$ cat src/rtl/daf_pkg.sv
// Shared constants and types for the receive destination address filter.
// Assumes 48-bit addresses with byte 0 in bits [7:0], each byte sent LSB first.
package daf_pkg;
    localparam int          DAF_ADDR_W     = 48;
    localparam int          DAF_NUM_SLOTS  = 4;
    localparam int          DAF_HASH_IDX_W = 6;
    localparam int          DAF_HASH_WORD  = 16;
    localparam int          DAF_CRC_W      = 32;
    localparam logic [31:0] DAF_CRC_POLY   = 32'h04C1_1DB7;
    localparam logic [31:0] DAF_CRC_SEED   = 32'hFFFF_FFFF;

    // Classification flags carried from the compare stage to the outputs.
    typedef struct packed {
        logic bcast;
        logic mcast;
        logic hash_hit;
        logic exact_hit;
    } daf_flags_t;
endpackage

$ cat src/rtl/daf_hash_index.sv
// Parallel CRC-32 over one destination address. It returns the top IDX_W bits
// of the CRC register, which index the multicast hash table.
// Assumes: the address bits are fed in wire order, addr[0] first; the register
// starts at all ones; the CRC is not inverted at the end. Purely combinational.
module daf_hash_index #(
    parameter int ADDR_W = daf_pkg::DAF_ADDR_W,
    parameter int IDX_W  = daf_pkg::DAF_HASH_IDX_W
) (
    input  logic [ADDR_W-1:0] addr,
    output logic [IDX_W-1:0]  idx
);
    localparam int CRC_W = daf_pkg::DAF_CRC_W;

    logic [CRC_W-1:0] crc;

    // Unrolled MSB-first CRC shift, one step per address bit.
    always_comb begin
        crc = daf_pkg::DAF_CRC_SEED;
        for (int i = 0; i < ADDR_W; i++) begin
            if (crc[CRC_W-1] ^ addr[i])
                crc = {crc[CRC_W-2:0], 1'b0} ^ daf_pkg::DAF_CRC_POLY;
            else
                crc = {crc[CRC_W-2:0], 1'b0};
        end
        idx = crc[CRC_W-1 -: IDX_W];
    end
endmodule

$ cat src/rtl/daf_exact_match.sv
// Compares one address against NUM_SLOTS configured addresses. A slot that is
// all zero is empty and never matches. It reports whether any slot matched and
// the lowest matching slot number.
// Assumes: slot s is slots[ADDR_W*s +: ADDR_W]; clk and rst_n feed only the check.
module daf_exact_match #(
    parameter int ADDR_W    = daf_pkg::DAF_ADDR_W,
    parameter int NUM_SLOTS = daf_pkg::DAF_NUM_SLOTS,
    parameter int SLOT_W    = $clog2(NUM_SLOTS)
) (
    input  logic                        clk,
    input  logic                        rst_n,
    input  logic [ADDR_W-1:0]           addr,
    input  logic [NUM_SLOTS*ADDR_W-1:0] slots,
    output logic                        hit,
    output logic [SLOT_W-1:0]           slot
);
    logic [NUM_SLOTS-1:0] slot_hit;

    // One comparator per slot; an empty slot is masked out.
    for (genvar s = 0; s < NUM_SLOTS; s++) begin : g_slot
        logic [ADDR_W-1:0] entry;
        assign entry       = slots[ADDR_W*s +: ADDR_W];
        assign slot_hit[s] = (entry != '0) && (entry == addr);
    end

    // Priority encoder: scanning downward lets the lowest matching slot win.
    always_comb begin
        hit  = |slot_hit;
        slot = '0;
        for (int s = NUM_SLOTS - 1; s >= 0; s--) begin
            if (slot_hit[s])
                slot = SLOT_W'(s);
        end
    end

    AST_LOWEST_SLOT: assert property (@(posedge clk) disable iff (!rst_n)
        hit |-> (slot_hit[slot] && ((slot_hit & ~({NUM_SLOTS{1'b1}} << slot)) == '0)));
endmodule

$ cat src/rtl/rx_da_filter.sv
// Receive destination address filter. Stage 1 registers the strobed address.
// Stage 2 registers the decision: broadcast check, multicast bit, exact-match
// slots and the CRC-indexed hash table. The result is valid two cycles after
// the strobe.
// Assumes: configuration is quasi-static and is read while the address sits in
// stage 1; reset is synchronous and active low.
module rx_da_filter #(
    parameter int ADDR_W      = daf_pkg::DAF_ADDR_W,
    parameter int NUM_SLOTS   = daf_pkg::DAF_NUM_SLOTS,
    parameter int HASH_IDX_W  = daf_pkg::DAF_HASH_IDX_W,
    parameter int HASH_WORD_W = daf_pkg::DAF_HASH_WORD,
    localparam int SLOT_W     = $clog2(NUM_SLOTS),
    localparam int HASH_BITS  = 2 ** HASH_IDX_W
) (
    input  logic                        clk,
    input  logic                        rst_n,
    input  logic                        da_valid,
    input  logic [ADDR_W-1:0]           da,
    input  logic                        cfg_promisc,
    input  logic                        cfg_hash_en,
    input  logic [NUM_SLOTS*ADDR_W-1:0] cfg_slots,
    input  logic [HASH_BITS-1:0]        cfg_hash_tbl,
    output logic                        res_valid,
    output logic                        res_accept,
    output logic                        res_bcast,
    output logic                        res_mcast,
    output logic                        res_hash_hit,
    output logic                        res_exact_hit,
    output logic [SLOT_W-1:0]           res_slot
);
    import daf_pkg::*;

    localparam int BIT_SEL_W  = $clog2(HASH_WORD_W);
    localparam int WORD_SEL_W = HASH_IDX_W - BIT_SEL_W;

    logic                   valid_q;
    logic [ADDR_W-1:0]      da_q;
    logic [HASH_IDX_W-1:0]  hash_idx;
    logic [WORD_SEL_W-1:0]  word_sel;
    logic [BIT_SEL_W-1:0]   bit_sel;
    logic [HASH_WORD_W-1:0] hash_word;
    logic                   ex_hit;
    logic [SLOT_W-1:0]      ex_slot;
    daf_flags_t             flags_d;
    logic                   accept_d;
    daf_flags_t             flags_q;

    // Stage 1: hold the strobed address for the compare stage.
    always_ff @(posedge clk) begin
        if (!rst_n) begin
            valid_q <= 1'b0;
            da_q    <= '0;
        end else begin
            valid_q <= da_valid;
            if (da_valid)
                da_q <= da;
        end
    end

    daf_hash_index #(.ADDR_W(ADDR_W), .IDX_W(HASH_IDX_W)) u_hash (
        .addr (da_q),
        .idx  (hash_idx)
    );

    daf_exact_match #(.ADDR_W(ADDR_W), .NUM_SLOTS(NUM_SLOTS), .SLOT_W(SLOT_W)) u_exact (
        .clk   (clk),
        .rst_n (rst_n),
        .addr  (da_q),
        .slots (cfg_slots),
        .hit   (ex_hit),
        .slot  (ex_slot)
    );

    // Hash table lookup: upper index bits pick the word, lower bits the bit.
    always_comb begin
        word_sel  = hash_idx[HASH_IDX_W-1 -: WORD_SEL_W];
        bit_sel   = hash_idx[BIT_SEL_W-1:0];
        hash_word = cfg_hash_tbl[word_sel*HASH_WORD_W +: HASH_WORD_W];
    end

    // Classification and the accept decision; broadcast masks the other paths.
    always_comb begin
        flags_d.bcast     = &da_q;
        flags_d.mcast     = da_q[0] & ~flags_d.bcast;
        flags_d.hash_hit  = flags_d.mcast & cfg_hash_en & hash_word[bit_sel];
        flags_d.exact_hit = ex_hit & ~flags_d.bcast;
        accept_d          = cfg_promisc | flags_d.bcast | flags_d.hash_hit
                          | flags_d.exact_hit;
    end

    // Stage 2: register the result; all fields stay zero without a valid address.
    always_ff @(posedge clk) begin
        if (!rst_n) begin
            res_valid  <= 1'b0;
            res_accept <= 1'b0;
            flags_q    <= '0;
            res_slot   <= '0;
        end else if (valid_q) begin
            res_valid  <= 1'b1;
            res_accept <= accept_d;
            flags_q    <= flags_d;
            res_slot   <= flags_d.exact_hit ? ex_slot : '0;
        end else begin
            res_valid  <= 1'b0;
            res_accept <= 1'b0;
            flags_q    <= '0;
            res_slot   <= '0;
        end
    end

    assign res_bcast     = flags_q.bcast;
    assign res_mcast     = flags_q.mcast;
    assign res_hash_hit  = flags_q.hash_hit;
    assign res_exact_hit = flags_q.exact_hit;

    AST_FIXED_LATENCY: assert property (@(posedge clk) disable iff (!rst_n)
        da_valid |-> ##2 res_valid);
    AST_NO_SPURIOUS: assert property (@(posedge clk) disable iff (!rst_n)
        !da_valid |-> ##2 !res_valid);
    AST_IDLE_QUIET: assert property (@(posedge clk) disable iff (!rst_n)
        !res_valid |-> !(res_accept | res_bcast | res_mcast | res_hash_hit | res_exact_hit));
    AST_BCAST_ALONE: assert property (@(posedge clk) disable iff (!rst_n)
        res_bcast |-> (res_accept && !res_mcast && !res_hash_hit && !res_exact_hit && res_slot == '0));
    AST_HASH_NEEDS_MCAST: assert property (@(posedge clk) disable iff (!rst_n)
        res_hash_hit |-> res_mcast);
    AST_SLOT_CLEAR: assert property (@(posedge clk) disable iff (!rst_n)
        !res_exact_hit |-> (res_slot == '0));
    AST_REJECT_CLEAN: assert property (@(posedge clk) disable iff (!rst_n)
        (res_valid && !res_accept) |-> !(res_exact_hit | res_hash_hit | res_bcast));
endmodule

$ cat config.mk
export PLATFORM = sky130hd
export DESIGN_NAME = rx_da_filter
export DESIGN_NICKNAME = d
export VERILOG_FILES = /design/src/rtl/daf_pkg.sv /design/src/rtl/daf_hash_index.sv /design/src/rtl/daf_exact_match.sv /design/src/rtl/rx_da_filter.sv
export SDC_FILE = /design/constraint.sdc
export NUM_CORES = 1
export LEC_CHECK = 0
export BUFFER_PORTS_ARGS = -buffer_cell sky130_fd_sc_hd__buf_4
export CORE_MARGIN = 1.5
export CORE_UTILIZATION = 45
export CTS_CLUSTER_SIZE = 8
export DETAILED_ROUTE_END_ITERATION = 10
export PLACE_DENSITY = 0.85
export SYNTH_ARGS = -nofsm -noshare
export SYNTH_HDL_FRONTEND = slang
export SYNTH_SLANG_ARGS = --single-unit
$ cat constraint.sdc
create_clock -name clk -period 4.05 [get_ports clk]
set_input_delay 0.405 -clock clk [delete_from_list [all_inputs] [get_ports clk]]
set_output_delay 0.405 -clock clk [all_outputs]
set_load 0.01 [all_outputs]
-- Word-level counts from Yosys, hierarchy flattened
Index checks and enable logic that the tools add are counted.
W data, S select, Z words.
- word-level logic and storage cells: 188
- memories kept: 0
- memory bits (read-only): 0
- output and inout bits: 8
- bits in latches: 0
- RAM bits: 0
- input port bits: 309
- flip-flop bits (word level): 57
- equality and inequality tests: 4
- $lt $le $gt $ge: 1
- mux-type cells: 54
- reductions and logical operators: 13
- divide/modulo/power cells: 0
- shift operators: 1
- $add $sub $neg: 0
- bitwise operators: 105
- multipliers: 0
- operator list (cell ; count):
    $mux W27 ; 48
    $not A14 Y14 ; 47
    $eq A48 B48 Y1 ; 4
    $reduce_bool A48 Y1 ; 4
    $shiftx A64 B7 Y16 ; 1
    $reduce_and A48 Y1 ; 1
    $xor A1 B1 Y1 ; 42
    $reduce_or A4 Y1 ; 2
    $lt A4 B5 Y1 const B ; 1
    $reduce_or A5 Y1 ; 1
    $xor A1 B1 Y1 const A ; 5
    $and A1 B1 Y1 ; 4
    $bmux W1 S4 ; 1
    $logic_and A1 B1 Y1 ; 4
    $mux W2 ; 2
    $not A1 Y1 ; 4
    $mux W1 ; 3
    $or A1 B1 Y1 ; 3
    $reduce_and A2 Y1 ; 1

-- Logic depth before layout (Yosys ltp)
- depth in word-level cells: 100
- mapped depth: 15
- mapped depth without buffers: 13

-- Hierarchy
Synthesis repeated with hierarchy kept, for this count alone.
- cells, all modules: 769
- area, all modules: 7619.8 sq um
- by module, submodules not included (module ; seq. area each (sq um) ; area an instance (sq um) ; times used ; cells an instance):
    rx_da_filter ; 1141.1 ; 2731.4 ; 1 ; 250
    daf_exact_match ; 0.0 ; 2563.7 ; 1 ; 326
    daf_hash_index ; 0.0 ; 2324.7 ; 1 ; 193

-- Worst setup path before layout
Ideal clock, no wire load.
- kind: reg2reg
- start: reg da_q[3]
- end: reg res_accept
- clock period less this slack: 4.357 ns
- buffers on the path: 1
- setup slack: -0.307 ns
- data arrival time: 4.220 ns
- setup time: 0.137 ns
- stages on the path, launching flop included: 15
- data required time: 3.913 ns
- cell sequence: dfxtp_1 > ha_1 > xnor2_2 > xnor3_1 > xnor3_1 > xor2_1 > xnor3_2 > xor2_2 > xnor2_2 > buf_6 > mux4_2 > a22oi_1 > a22oi_1 > o2111ai_2 > o221ai_1
- longest elaborated chain between the ends: 63
- elaborated cells between the ends (all ways): 143
- those cells by class: 4 x eq/ne; 1 x shift; 47 x mux; 85 x bitwise; 6 x reduce/logical
- RTL lines (item ; RTL line ; text):
    start: declaration ; rx_da_filter.sv:37 ; logic [ADDR_W-1:0] da_q;
    start signal: assignment ; rx_da_filter.sv:52 ; da_q <= '0;
    start signal: assignment ; rx_da_filter.sv:56 ; da_q <= da;
    branches (longest 62 deep; another with $mux W27) ; - ;
    $or A1 B1 Y1 (*) ; rx_da_filter.sv:88 ; | flags_d.exact_hit;
    end signal: assignment ; rx_da_filter.sv:100 ; res_accept <= accept_d;
    end: declaration ; rx_da_filter.sv:24 ; output logic res_accept,
Mark *: on every way between the ends. The select of a mux whose other input is x is not followed.
A chain may end at the register's enable or synchronous reset.

-- Worst setup path after layout
- start: reg da_q[0]
- end: reg res_accept
- longest elaborated chain between the ends: 67
- elaborated cells between the ends (all ways): 151
- those cells by class: 4 x eq/ne; 1 x shift; 50 x mux; 90 x bitwise; 6 x reduce/logical
- RTL lines (item ; RTL line):
    branches (longest 66 deep; another with $mux W27) ; -
    $or A1 B1 Y1 (*) ; rx_da_filter.sv:88
Marks and branches as above.

==> impl.org <==
** Synthesis
- Synth Cell Area :: 0.008179 mm^2
- Synth cell types :: 48
- Warnings from Yosys :: 0
- The average instance in the mapped netlist occupies 9.668 um^2.
- The synthesized design contains 0 enable-type register cells.
- The synthesized design contains 57 register bits.
- Yosys attributes the largest share of cell area to sky130_fd_sc_hd__xor2_1 (21%), sky130_fd_sc_hd__dfxtp_1 (14%), sky130_fd_sc_hd__xnor2_1 (14%), sky130_fd_sc_hd__xnor3_1 (9.4%), sky130_fd_sc_hd__nor4_1 (7.6%).
- Synth top area share :: 21.42%
- Synth async-reset ratio :: 0%
- Share of synthesized area occupied by flip-flops and latches :: 13.95%
- Leading register cell type out of synthesis :: sky130_fd_sc_hd__dfxtp_1
- Of all cell types, the one taking the most synthesized area is sky130_fd_sc_hd__xor2_1.
- Synthesis produced 846 cells.
- The number of nets handed over by synthesis was 1,158.

** Timing
- Worst clock skew :: 4.482 ps
- Timing would allow up to 0.2308 GHz.
- Final critical delay including setup and external delays :: 4332 ps
- Hold Violations, Final :: 0
- Fraction of the cycle the final worst path needs :: 107.0%
- Setup repair after global routing could not meet its margin everywhere.
- Setup violations remaining at the end of the flow were counted as 2.
- Worst setup margin :: -281.9 ps
- Worst slew slack as a fraction of its limit :: 42.26%
- At the pin with the least slew margin, the transition time is 866.0 ps.
- Final count of pins violating max slew :: 0

** Critical path
- Worst-path fanout max :: 11
- Path type of the worst setup path :: reg -> reg
- Cells along the critical path :: ha_1 -> xnor2_1 -> xnor2_1 -> xnor2_2 -> buf_4 -> xor2_2 -> xnor2_1 -> xnor3_1 -> xnor2_2 -> buf_12 -> mux2_2 -> a221oi_1 -> a21oi_1 -> o32ai_4 -> o221ai_2
- Library cell contributing the largest single delay on the critical path :: sky130_fd_sc_hd__xnor3_1
- Category of the worst setup path launch point :: flop
- Worst path arrival time :: 4540 ps
- For this run, the slowest stage of the critical path takes 490 ps.
- Broken down by cell family, the worst path's largest delay share belongs to XOR/XNOR gates.
- Data on the critical path is required at its endpoint by 4260 ps.
- Combined buffer and inverter count along the critical path :: 2
- Crit end category :: flop
- In this design, the critical path's most frequently occurring cell is sky130_fd_sc_hd__xnor2_1.

** Outcome
- Failing checks :: setup timing
- The flow ran to the end, but the final reports show violations.

** Clock network
- Clock tree synthesis found a total of 57 sinks.
- Clock tree root buffer cell :: sky130_fd_sc_hd__clkbuf_16
- Clock-pin slew was measured on the worst setup and hold paths at 60 ps.
- Total CTS buffers :: 9
- Maximum level of the CTS H-tree :: 3
- TritonCTS built the clock tree.
- Buffers inserted to repair hold after CTS numbered 0.
- Maximum count of clock buffers along a single path :: 2
- Clock latency at the later pin of the worst-skew pair :: 330 ps

** Floorplan
- Die Span Y :: 137.8 um
- DIE WIDTH :: 137.8 um
- Top-level port count :: 317
- Core area :: 0.01790 mm^2
- Initial cell density of the core :: 45.69%
- The die covers 0.01899 mm^2.
- Row count :: 49

** Layout
- Relative to the synthesized area, the layout overhead comes to 57.27%.
- Number of nets in the finished design :: 1,590
- Count of fill cells added during filler insertion :: 1,300
- Fraction of layout cells with a size suffix above 1 :: 48.56%
- After routing the design area is 0.01286 mm^2.

** Placement
- Summed over all nets, the half-perimeter wirelength after detailed placement is 34,600 um.
- In this run the cell area measured after placement is 0.01181 mm^2.
- Routability-driven placement congestion ratio :: 1.043
- Port bufs :: 316

** Routing
- Drt initial violations :: 937
- The detailed router placed 9,102 vias in this run.
- Number of remaining DRC errors :: 0
- Dividing the detail-routed via count by the number of cells gives 6.012.
- After detailed routing, the average wire length per cell comes to 29.36 um.
- First-pass iteration count of the detailed router :: 5
- Number of nets still failing antenna checks after routing :: 0
- Final wirelength :: 44,460 um

** GRT
- Aggregate global routing overflow :: 0
- Global-route wire length before repair :: 59,300 um
- Initial antenna violation count :: 3
- Largest net degree at the start of global routing :: 50
- Via count of the first global-routing pass :: 8,988
- Gr usage total :: 44.99%

** Worst hold path
- Hold crit path type :: in -> reg

** Job
- Max-capacitance violation count :: 0
worst reg2reg max path: cells and delay by family, from the launching register on:
| family | cells | cell delay [ps] |
|---|---|---|
| xor gates and xnor gates | 7 | 1980 |
| AOI/OAI and AO/OA | 4 | 830 |
| adders and majority gates | 1 | 380 |
| buffers and inverters | 2 | 350 |
| muxes | 1 | 350 |
| DFF | 1 | 320 |
flip-flops by register name (all words and copies together), names as in the netlist:
register       cells
valid_q            1
da_q              48
res_bcast          1
res_mcast          1
res_exact_hit      1
res_hash_hit       1
res_slot           2
res_valid          1
res_accept         1
routing by layer:
metal	global-route usage, %	part of all wire (%)	vias up
li1	-	-	3844
met1	55.29	37	4425
met2	71.11	46	660
met3	12.36	11	171
met4	25.17	6.1	2
met5	0	0.029	-
layout make-up:
| cell class | count | area (um^2) | share of cell area, % |
|---|---|---|---|
| sequential | 57 | 1165 | 9.056 |
| tap | 229 | 286.5 | 2.227 |
| timing repair buffer | 485 | 3754 | 29.18 |
| clock buffer | 11 | 242.7 | 1.887 |
| multi-input combinational | 721 | 7341 | 57.07 |
| clock inverter | 5 | 55.05 | 0.4280 |
| inverter | 4 | 15.01 | 0.1167 |
| antenna | 2 | 5.005 | 0.03891 |
through the flow:
step	std cells	setup WS, ps	util, %	setup TNS (ps)	hold slack, ps
2_1_floorplan	846	2.105	-	0	438.7
3_3_place_gp	1482	-427.9	65.98	-816.3	499.8
3_5_place_dp	1482	-471.1	65.98	-901.1	504.7
4_1_cts	1503	-46.02	69.71	-55.52	327.4
5_1_grt	1514	-312.7	71.85	-607.2	340.3
6_report	1514	-281.9	71.85	-526.2	327.0
logic make-up (layout without fill, tap and decap cells):
logic type      count (synthesis)  count (layout)  synth area share (%)
compound gates                 26              26                 2.310
simple gates                  230             230                 17.01
xor+xnor                      393             393                 52.07
flops                          57              57                 13.95
mux                            69              69                 10.19
fa+ha+maj                       3               3                0.4590
buf+inv                        68             505                 4.008
other cells                     0               2                     0
synthesized netlist by cell type (8+ instances only):
cell / n
sky130_fd_sc_hd__xnor2_1: 128
sky130_fd_sc_hd__nand3_1: 8
sky130_fd_sc_hd__nor2b_1: 51
sky130_fd_sc_hd__buf_2: 13
sky130_fd_sc_hd__nand4_1: 37
sky130_fd_sc_hd__mux2i_1: 54
sky130_fd_sc_hd__nor4_1: 99
sky130_fd_sc_hd__mux4_2: 11
sky130_fd_sc_hd__dfxtp_1: 57
sky130_fd_sc_hd__nand2_1: 11
sky130_fd_sc_hd__clkbuf_1: 40
sky130_fd_sc_hd__xnor2_2: 15
sky130_fd_sc_hd__xor2_1: 200
sky130_fd_sc_hd__xnor3_1: 34
cells in the final DEF (no fill, tap or decap), types with 3 or more instances in the layout:
cell                        Yosys  routed
sky130_fd_sc_hd__nor4_1        99      99
sky130_fd_sc_hd__nor2_1         6       6
sky130_fd_sc_hd__xor3_2         0       3
sky130_fd_sc_hd__inv_1          4       4
sky130_fd_sc_hd__buf_12         0       6
sky130_fd_sc_hd__xnor2_2       15      38
sky130_fd_sc_hd__xor2_2         2       6
sky130_fd_sc_hd__xor2_4         0       3
sky130_fd_sc_hd__xnor2_1      128      92
sky130_fd_sc_hd__a221oi_1       5       3
sky130_fd_sc_hd__dfxtp_4        0       5
sky130_fd_sc_hd__xor3_1         6       3
sky130_fd_sc_hd__clkbuf_16      0       9
sky130_fd_sc_hd__buf_4          3     470
sky130_fd_sc_hd__mux4_2        11      11
sky130_fd_sc_hd__dfxtp_1       57      48
sky130_fd_sc_hd__xnor2_4        3      16
sky130_fd_sc_hd__nand3_1        8       6
sky130_fd_sc_hd__nor2b_1       51      51
sky130_fd_sc_hd__xor2_1       200     193
sky130_fd_sc_hd__mux2i_1       54      53
sky130_fd_sc_hd__mux2_2         3       3
sky130_fd_sc_hd__and2_1         3       3
sky130_fd_sc_hd__a21oi_1        6       4
sky130_fd_sc_hd__buf_6          6       8
sky130_fd_sc_hd__nor3_1         4       4
sky130_fd_sc_hd__dfxtp_2        0       4
sky130_fd_sc_hd__nand2_1       11       9
sky130_fd_sc_hd__xnor3_2        5      15
sky130_fd_sc_hd__nand4_1       37      37
sky130_fd_sc_hd__xnor3_1       34      24
path summary, 6_finish.rpt:
path	start	endpoint	slack (ps)	cells after the start
hold reg to reg	valid_q$_SDFF_PN0_	res_valid$_SDFF_PN0_	530	2
setup reg to reg	da_q[0]$_SDFFE_PN0P_	res_accept$_SDFF_PN0_	-280	15
hold / removal	da[11]	da_q[11]$_SDFFE_PN0P_	330	3
setup / recovery	da_q[0]$_SDFFE_PN0P_	res_accept$_SDFF_PN0_	-280	15
timing repair:
| action | in CTS | in global routing |
|---|---|---|
| setup buffers | 5 | 10 |
| setup endpoints to repair | 2 | 2 |
| resized for setup | 54 | 50 |
| pin swaps | 20 | 31 |
Power is not shown: default switching activity piles up to over one toggle a cycle in this logic, so the estimate is an artifact.
